==> src/rtl/opsel_alu_pkg.sv <==
package opsel_alu_pkg;

  localparam int unsigned FSEL_W = 4;

  typedef enum logic [FSEL_W-1:0] {
    FN_AND  = 4'h0,
    FN_OR   = 4'h1,
    FN_XOR  = 4'h2,
    FN_NOR  = 4'h3,
    FN_ADD  = 4'h4,
    FN_SUB  = 4'h5,
    FN_SLT  = 4'h6,
    FN_SHL  = 4'h7
  } alu_fn_e;

  typedef enum logic [1:0] {
    LG_AND = 2'd0,
    LG_OR  = 2'd1,
    LG_XOR = 2'd2,
    LG_NOR = 2'd3
  } logic_fn_e;

endpackage

==> src/rtl/alu_logic_unit.sv <==
module alu_logic_unit #(
  parameter int unsigned WIDTH = 32
) (
  input  logic [WIDTH-1:0]              a_i,
  input  logic [WIDTH-1:0]              b_i,
  input  opsel_alu_pkg::logic_fn_e      fn_i,
  output logic [WIDTH-1:0]              y_o
);
  import opsel_alu_pkg::*;

  logic [WIDTH-1:0] or_w;
  assign or_w = a_i | b_i;

  // the four bitwise functions
  always_comb begin
    unique case (fn_i)
      LG_AND:  y_o = a_i & b_i;
      LG_OR:   y_o = or_w;
      LG_XOR:  y_o = a_i ^ b_i;
      default: y_o = ~or_w;
    endcase
  end
endmodule

==> src/rtl/alu_addsub.sv <==
module alu_addsub #(
  parameter int unsigned WIDTH = 32
) (
  input  logic [WIDTH-1:0] a_i,
  input  logic [WIDTH-1:0] b_i,
  input  logic             sub_i,
  output logic [WIDTH-1:0] sum_o,
  output logic             slt_o
);
  localparam int unsigned MSB = WIDTH - 1;

  logic [WIDTH-1:0] b_eff;
  logic [WIDTH:0]   full;

  // one adder shared by add and subtract
  assign b_eff = b_i ^ {WIDTH{sub_i}};
  assign full  = {1'b0, a_i} + {1'b0, b_eff} + {{WIDTH{1'b0}}, sub_i};
  assign sum_o = full[WIDTH-1:0];

  // signed less-than, valid when sub_i is set
  always_comb begin
    if (a_i[MSB] != b_i[MSB]) slt_o = a_i[MSB];
    else                      slt_o = full[MSB];
  end
endmodule

==> src/rtl/alu_shifter.sv <==
module alu_shifter #(
  parameter int unsigned WIDTH = 32,
  localparam int unsigned SHW = $clog2(WIDTH)
) (
  input  logic [WIDTH-1:0] val_i,
  input  logic [SHW-1:0]   amt_i,
  output logic [WIDTH-1:0] y_o
);
  logic [WIDTH-1:0] stage [SHW+1];

  assign stage[0] = val_i;

  // logarithmic left shifter, one stage per distance bit
  for (genvar s = 0; s < SHW; s++) begin : g_stage
    localparam int unsigned DIST = 1 << s;
    assign stage[s+1] = amt_i[s] ? {stage[s][WIDTH-1-DIST:0], {DIST{1'b0}}}
                                 : stage[s];
  end

  assign y_o = stage[SHW];
endmodule

==> src/rtl/opsel_alu.sv <==
module opsel_alu #(
  parameter int unsigned WIDTH = 32,
  localparam int unsigned SHW = $clog2(WIDTH)
) (
  input  logic [WIDTH-1:0] opa_i,
  input  logic [WIDTH-1:0] opb_i,
  input  logic [3:0]       fsel_i,
  output logic [WIDTH-1:0] res_o,
  output logic             zero_o
);
  import opsel_alu_pkg::*;

  logic [WIDTH-1:0] logic_y;
  logic [WIDTH-1:0] sum_y;
  logic [WIDTH-1:0] shl_y;
  logic             lt_y;
  logic_fn_e        lfn;

  assign lfn = logic_fn_e'(fsel_i[1:0]);

  alu_logic_unit #(.WIDTH(WIDTH)) u_logic (
    .a_i  (opa_i),
    .b_i  (opb_i),
    .fn_i (lfn),
    .y_o  (logic_y)
  );

  // subtract for both FN_SUB and FN_SLT (select bit 0 or bit 1 set)
  alu_addsub #(.WIDTH(WIDTH)) u_addsub (
    .a_i   (opa_i),
    .b_i   (opb_i),
    .sub_i (fsel_i[0] | fsel_i[1]),
    .sum_o (sum_y),
    .slt_o (lt_y)
  );

  alu_shifter #(.WIDTH(WIDTH)) u_shl (
    .val_i (opb_i),
    .amt_i (opa_i[SHW-1:0]),
    .y_o   (shl_y)
  );

  // reserved selects fall to zero; R8: no storage anywhere
  always_comb begin
    res_o = '0;
    if (!fsel_i[3]) begin
      case (fsel_i[2:0])
        3'd0, 3'd1, 3'd2, 3'd3: res_o = logic_y;
        3'd4, 3'd5:             res_o = sum_y;
        3'd6:                   res_o = {{(WIDTH-1){1'b0}}, lt_y};
        default:                res_o = shl_y;
      endcase
    end
  end


  assign zero_o = ~|res_o;
endmodule

==> config.mk <==
export PLATFORM = sky130hd
export DESIGN_NAME = opsel_alu
export DESIGN_NICKNAME = d
export VERILOG_FILES = /design/src/rtl/opsel_alu_pkg.sv /design/src/rtl/alu_logic_unit.sv /design/src/rtl/alu_addsub.sv /design/src/rtl/alu_shifter.sv /design/src/rtl/opsel_alu.sv
export SDC_FILE = /design/constraint.sdc
export NUM_CORES = 1
export LEC_CHECK = 0
export CORE_UTILIZATION = 60
export DETAILED_ROUTE_END_ITERATION = 7
export DONT_BUFFER_PORTS = 1
export GPL_ROUTABILITY_DRIVEN = 0
export PLACE_DENSITY = 0.8
export SETUP_SLACK_MARGIN = 0.15
export SYNTH_ARGS = -nofsm -noshare
export SYNTH_HDL_FRONTEND = slang
export SYNTH_SLANG_ARGS = --single-unit
==> constraint.sdc <==
create_clock -name vclk -period 5.8
set_clock_uncertainty 0.15 [all_clocks]
set_input_delay 0.87 -clock vclk [all_inputs]
set_output_delay 0.87 -clock vclk [all_outputs]
set_load 0.005 [all_outputs]
==> results_dict.tcl, run 1 <==
set metrics [dict create \
    status "completed" \
    worst-path-max-fanout 62 \
    worst_slack_ns 0.203 \
    p_per_area_nw_per_um2 102 \
    dp_slack_ns 0.217 \
    fmax_mhz 179 \
    dieArea_sq_um 11300 \
    drc_errors 0 \
    core_region_area_sq_um 10500 \
    rows 37 \
    crit_family "simple AND/OR/NAND/NOR gates" \
    finalSetupTns_ns 0 \
    critPathArrivalTime_ns 4.58 \
    ys_types 75 \
    avgSynthCellArea_sq_um 7.00 \
    synthCells 936 \
    die_w_microns 106 \
    antenna_cells 0 \
    post-dp-hpwl_microns 17200 \
    seq_cells 0 \
    gr-total-overflow 0 \
    via_count 7312 \
    yosysTopAreaCellShare_pct 18.2 \
    grt_setup_unrepaired "no" \
    grt_max_degree 71 \
    grt_pass1_wl_microns 35200 \
    regArea_sq_um 0 \
    maxCapViolCount 0 \
    first_global_vias 6683 \
    nets 1051 \
    dr.pass1.iters 6 \
    final_common_cell "ha_1" \
    hold_buffers 0 \
    grt_usage_pct 38.4 \
    drv_slew 0 \
    yosysSeqAreaShare_pct 0 \
    crit_path_end_kind "primary output" \
    wl_per_cell_microns 21.9 \
    viasPerCell 7.16 \
    max_slew_margin_pct 53.8 \
    die_y_microns 106 \
    fin_crit_ns 5.60 \
    antenna_left 0 \
    finalHoldViolCount 0 \
    final_cell_mix "ha_1 (95), nor2_1 (88), inv_1 (82)" \
    synthTopCellsByArea "ha_1 (18%), mux2i_1 (6.7%), mux4_2 (6.5%)" \
    final_layout_size_suffix_gt1_share_pct 7.34 \
    portBuffers 0 \
    finalCritPeriodShare_pct 96.5 \
    synth_area_leader_cell "ha_1" \
    start_util_pct 62.6 \
    io_pins 101 \
    slowest_delay_ns 0.60 \
    leakagePower_nw 2.97 \
    clkbuf_count 0 \
    antenna_found_initial 0 \
    crit_required_ns 4.78 \
    crit_slowest_cell "or4_1" \
    routed_wl_microns 22300 \
    fillCellCount 996 \
    fin_util_pct 63.3 \
    peakVddDrop_mv 0.0419 \
    netlist_area_sq_um 6550 \
    holdWs_ns 1.64 \
    syn-num-nets 1100 \
    critPathKind "input port to primary output" \
    drt_iter0_markers 990 \
    max_slew.worst_pin.slew_ns 0.687 \
    cp_cell_sequence "nor2_4 > buf_4 > xnor2_1 > ha_1 > and3_1 > a221oi_4 > o31ai_2 > a21o_1 > a31o_1 > nor3b_1 > o311a_1 > or4_1 > nor4_1 > and4bb_1" \
    yosysWarnings 0 \
    finalSetupViolations 0 \
    multi_input_area_sq_um 5980 \
    area_growth_pct 1.22 \
    path_buf_inv 1 \
    startpoint_type "input port" \
    hp-class "input port to primary output" \
]
-- Yosys cell counts, types with 9 or more instances --
cell      number
o211ai_1      10
nor2_1        89
a31oi_1       14
a21o_1        14
buf_2         13
nand2_1       70
clkbuf_1      40
o21ai_0       42
and3_1        14
mux2_2         9
nor3_1        22
xnor2_1       37
nand3_1       11
inv_1         82
o22ai_1       22
a22oi_1       13
a211oi_1      30
a21oi_1       73
mux2i_1       44
ha_1          95
mux4_2        19
buf_1         13
o21a_1        11
or3_1          9
-- kinds of logic after synthesis --
kind of cell	count (synthesis)	share of synthesized area (%)
xor gates and xnor gates	42	5.62
adders and majority gates	96	18.5
and+or+nand+nor	269	19.9
AOI/OAI and AO/OA	295	29.7
muxes	80	16.9
buffers and inverters	154	9.46
-- path summary, 6_finish.rpt --
path              endpoint  cells after the start       from  slack [ns]
setup / recovery    zero_o                     14  fsel_i[0]        0.20
hold / removal    res_o[6]                      1  fsel_i[3]        1.64
-- metrics by stage --
| step | instances | cell area [sq um] | total power [W] |
|---|---|---|---|
| after global routing | 1021 | 6630 | 0.000732 |
| after floorplan | 936 | 6590 | 0.000537 |
| final | 1021 | 6630 | 0.000673 |
| after detailed placement | 1018 | 6580 | 0.000640 |
| after global placement | 1018 | 6580 | 0.000634 |
| after CTS | 1018 | 6580 | 0.000644 |
-- cell type report --
class	count	share of cell area, %
Inverter	85	4.85
Tap cell	136	2.57
Multi-Input combinational cell	782	90.3
Timing Repair Buffer	18	2.28
-- power by group --
group / switching (W) / internal, W
Sequential: 0 / 0
Clock: 0 / 0
Combinational: 0.000388 / 0.000285
-- what timing repair did --
item	CTS	global route
resized for setup	0	5
buffers inserted	0	3
endpoints found under the setup margin	0	1
-- per-layer routing --
layer,track usage (%),share of wire [%],up-vias,routed length [microns]
met5,0,0,-,0
met4,13.0,4.4,0,984
met3,10.3,13,88,2990
met2,60.8,43,492,9710
met1,50.2,39,3387,8630
li1,-,-,3345,-
Note: power is estimated with default switching activity, not from simulation.
==> run 2: changes to the inputs <==
Settings changed: MAX_ROUTING_LAYER set to met4.
==> run 2 against run 1 <==
Net effect: worst hold slack worse by 0.0065 ns; flip-flop and latch count stayed put; core utilization stayed put; count of clock-buffer cells in the layout stayed put; highest routed layer unchanged; global-route usage is 0.98 points higher; critical path depth stayed put.
==> results_dict.tcl, run 2 (synthesis results as in run 1) <==
set metrics [dict create \
    status "completed" \
    fin_util_pct 63.3 \
    place_area_sq_um 6580 \
    hold_buffers 0 \
    regArea_sq_um 0 \
    critPathArrivalTime_ns 4.56 \
    viasPerCell 7.20 \
    finalHoldViolCount 0 \
    grt_usage_pct 39.4 \
    die_y_microns 106 \
    io_pins 101 \
    finalCritPeriodShare_pct 96.1 \
    nets 1051 \
    antenna_cells 0 \
    grt_setup_unrepaired "no" \
    seq_cells 0 \
    area_growth_pct 1.22 \
    final_area_sq_um 6630 \
    die_w_microns 106 \
    crit_required_ns 4.78 \
    drv_slew 0 \
    path_buf_inv 1 \
    hold_depth 1 \
    leakagePower_nw 2.97 \
    antenna_found_initial 0 \
    via_count 7356 \
    antenna_left 0 \
    drc_errors 0 \
    max_slew.worst_pin.slew_ns 0.681 \
    wl_per_cell_microns 21.8 \
    crit_path_end_kind "primary output" \
    rows 37 \
    slowest_delay_ns 0.60 \
    hp-start "fsel_i[3]" \
    crit_slowest_cell "or4_1" \
    crit_family "simple AND/OR/NAND/NOR gates" \
    total_power_w 0.000673 \
    first_global_vias 6681 \
    final_layout_size_suffix_gt1_share_pct 7.34 \
    finalSetupViolations 0 \
    grt_max_degree 71 \
    maxCapViolCount 0 \
    final_common_cell "ha_1" \
    gr-total-overflow 0 \
    final_cell_mix "ha_1 (95), nor2_1 (88), inv_1 (82)" \
    clkbuf_count 0 \
    worst-path-max-fanout 62 \
    startpoint_type "input port" \
    dieArea_sq_um 11300 \
    cp_cell_sequence "nor2_4 > buf_4 > xnor2_1 > ha_1 > and3_1 > a221oi_4 > o31ai_2 > a21o_1 > a31o_1 > nor3b_1 > o311a_1 > or4_1 > nor4_1 > and4bb_1" \
    routed_wl_microns 22200 \
    dr.pass1.iters 6 \
    hold_end "res_o[6]" \
    fin_crit_ns 5.58 \
    hp-class "input port to primary output" \
    fmax_mhz 179 \
    grt_pass1_wl_microns 35100 \
    critPathKind "input port to primary output" \
    max_slew_margin_pct 54.2 \
    start_util_pct 62.6 \
    core_region_area_sq_um 10500 \
    portBuffers 0 \
    peakVddDrop_mv 0.0412 \
    post-dp-hpwl_microns 17200 \
    finalSetupTns_ns 0 \
    p_per_area_nw_per_um2 101 \
    drt_iter0_markers 931 \
]
run 2: cell counts in the layout (fill, tap and decap cells not counted):
No cell type changed its count.
run 2: repair_timing:
item                                    CTS  global route
endpoints found under the hold margin     0             0
buffers inserted                          0             3
endpoints found under the setup margin    0             1
resized for setup                         0             5
run 2: cell type report:
class,instances,area (sq um)
Inverter,85,322
Fill cell,996,3830
Tap cell,136,170
Timing Repair Buffer,18,151
Multi-Input combinational cell,782,5980
run 2: metal layers:
layer	up-vias	global-route usage, %	wire, microns
met3	86	10.5	3100
met1	3389	49.9	8530
met2	527	60.6	9660
li1	3354	-	-
met5	-	-	0
met4	0	13.4	958
run 2: where the power goes:
group	internal (W)	leakage, nW	switching, W
sequential	0	0	0
combinational	0.000285	2.97	0.000387
clock	0	0	0
run 2: worst max-delay path by stage:
stage	from	end	slack, ns	cells after the start
floorplan	fsel_i[0]	zero_o	0.16	18
global placement	fsel_i[1]	zero_o	0.29	13
detailed placement	fsel_i[1]	zero_o	0.22	13
CTS	fsel_i[1]	zero_o	0.21	13
global route	fsel_i[0]	zero_o	0.13	14
finish	fsel_i[0]	zero_o	0.22	14
run 2: through the flow:
| step | worst slack (ns) | hold WS, ns | std cells |
|---|---|---|---|
| final | 0.224 | 1.64 | 1021 |
| after global routing | 0.130 | 1.64 | 1021 |
| after CTS | 0.209 | 1.64 | 1018 |
| after detailed placement | 0.217 | 1.64 | 1018 |
| after global placement | 0.289 | 1.63 | 1018 |
| after floorplan | 0.160 | 1.74 | 936 |
==> run 3: changes to the inputs <==
Settings changed: PLACE_DENSITY 0.8 to 0.77.
Clock period 5.8 ns to 5.4 ns, I/O delays scaled along.
==> run 3 against run 2 <==
Net effect: non-clock buffer count is 37 higher; routed wire length up 9.6%; final cell count grew 3.6%; cell area rose by 6.4%; sequential share of layout area stayed put; core utilization rose by 4.0 points; total power rose by 21%; largest cell class unchanged; largest power group unchanged; worst hold slack got worse by 0.12 ns; die area is the same; flip-flop and latch count is the same; setup slack got worse by 0.089 ns.
==> results_dict.tcl, run 3 (synthesis results as in run 1) <==
set metrics [dict create \
    status "completed" \
    die_y_microns 106 \
    rows 37 \
    clockPowerShare_pct 0 \
    fin_crit_ns 5.27 \
    drc_errors 0 \
    peakVddDrop_mv 0.0624 \
    drv_slew 0 \
    portBuffers 0 \
    seqPwrFrac_pct 0 \
    post-dp-hpwl_microns 18400 \
    final_layout_size_suffix_gt1_share_pct 12.7 \
    holdWs_ns 1.52 \
    finalCritPeriodShare_pct 97.5 \
    start_util_pct 62.6 \
    first_global_vias 7345 \
    antenna_cells 0 \
    regArea_sq_um 0 \
    viasPerCell 7.39 \
    max_slew_margin_pct 45.2 \
    path_buf_inv 1 \
    crit_slowest_cell "a2111oi_0" \
    wl_per_cell_microns 23.1 \
    power.internal_w 0.000357 \
    fmax_mhz 190 \
    cp_cell_sequence "nor2_4 > buf_12 > xnor2_1 > ha_1 > a21oi_1 > o21a_1 > o31ai_2 > o21bai_1 > a2111oi_0 > a31oi_1 > a221oi_2 > nor4_2 > nand4b_1 > and4bb_1" \
    grt_pass1_wl_microns 37900 \
    final_common_cell "ha_1" \
    grt_setup_unrepaired "no" \
    leakagePower_nw 3.19 \
    dr.pass1.iters 7 \
    fillCellCount 915 \
    hp-class "input port to primary output" \
    dieArea_sq_um 11300 \
    finalSetupTns_ns 0 \
    fin_util_pct 67.4 \
    die_w_microns 106 \
    antenna_left 0 \
    antenna_found_initial 0 \
    critPathKind "input port to primary output" \
    crit_path_end_kind "primary output" \
    worst-path-max-fanout 62 \
    seq_cells 0 \
    max_slew.worst_pin.slew_ns 0.819 \
    crit_required_ns 4.44 \
    routed_wl_microns 24400 \
    p_per_area_nw_per_um2 115 \
    maxCapViolCount 0 \
    finalSetupViolations 0 \
    p_comb_share_pct 100.0 \
    p_switching_w 0.000457 \
    grt_usage_pct 42.8 \
    area_growth_pct 7.68 \
    io_pins 101 \
    clkbuf_count 0 \
    slowest_delay_ns 0.61 \
    core_region_area_sq_um 10500 \
    multi_input_area_sq_um 6100 \
    drt_iter0_markers 1096 \
    gr-total-overflow 0 \
    startpoint_type "input port" \
    nets 1088 \
    final_cell_mix "ha_1 (94), nor2_1 (88), inv_1 (82)" \
    critPathArrivalTime_ns 4.31 \
    finalHoldViolCount 0 \
    crit_family "compound AO/OA/AOI/OAI gates" \
    via_count 7817 \
    power.share.switching_pct 56.1 \
    grt_max_degree 71 \
]
## run 3: cell count changes in the layout (fill, tap and decap cells not counted), moves of 2 or more
cell | before | now
a21oi_2 | 1 | 4
buf_4 | 16 | 52
o21ai_0 | 42 | 40
o21ai_1 | 8 | 10
a21oi_1 | 72 | 69
nor4_2 | 0 | 2
nor4_1 | 5 | 3
## run 3: path summary, 6_finish.rpt
| path | from | endpoint | slack (ns) | depth (start not counted) |
|---|---|---|---|---|
| worst max-delay path | fsel_i[0] | zero_o | 0.13 | 14 |
| worst min-delay path | fsel_i[3] | res_o[6] | 1.52 | 1 |
## run 3: per-stage QoR
stage,cells,cell area (sq um),power (W),setup WS (ns)
6_report,1058,7050,0.000814,0.134
2_1_floorplan,936,6660,0.000584,0.0344
3_3_place_gp,1053,6890,0.000721,0.189
3_5_place_dp,1053,6890,0.000747,0.0933
4_1_cts,1056,6960,0.000764,0.155
5_1_grt,1058,7050,0.000873,0.0761
## run 3: timing repair
action | CTS | global route
resized for setup | 2 | 18
gates cloned | 1 | 0
setup buffers | 2 | 2
endpoints found under the setup margin | 1 | 2
pin swaps | 5 | 8
hold buffers | 0 | 0
hold endpoints to repair | 0 | 0
## run 3: routing by layer
layer | wire length [microns] | vias up | global-route usage (%)
met3 | 3510 | 145 | 10.4
met5 | 0 | - | -
met2 | 10400 | 648 | 65.4
met4 | 1530 | 0 | 20.6
li1 | - | 3432 | -
met1 | 8980 | 3592 | 52.8
## run 3: cell type report
cell class                 count  area share, %
inverter                      85           4.56
multi-input combinational    782           86.5
tap                          136           2.41
timing repair buffer          55           6.50
## run 3: power by group through the flow
stage | Combinational, W | Clock [W] | Sequential, W
final | 0.000814 | 0 | 0
after global routing | 0.000873 | 0 | 0
after CTS | 0.000764 | 0 | 0
after detailed placement | 0.000747 | 0 | 0
after global placement | 0.000721 | 0 | 0
after floorplan | 0.000584 | 0 | 0
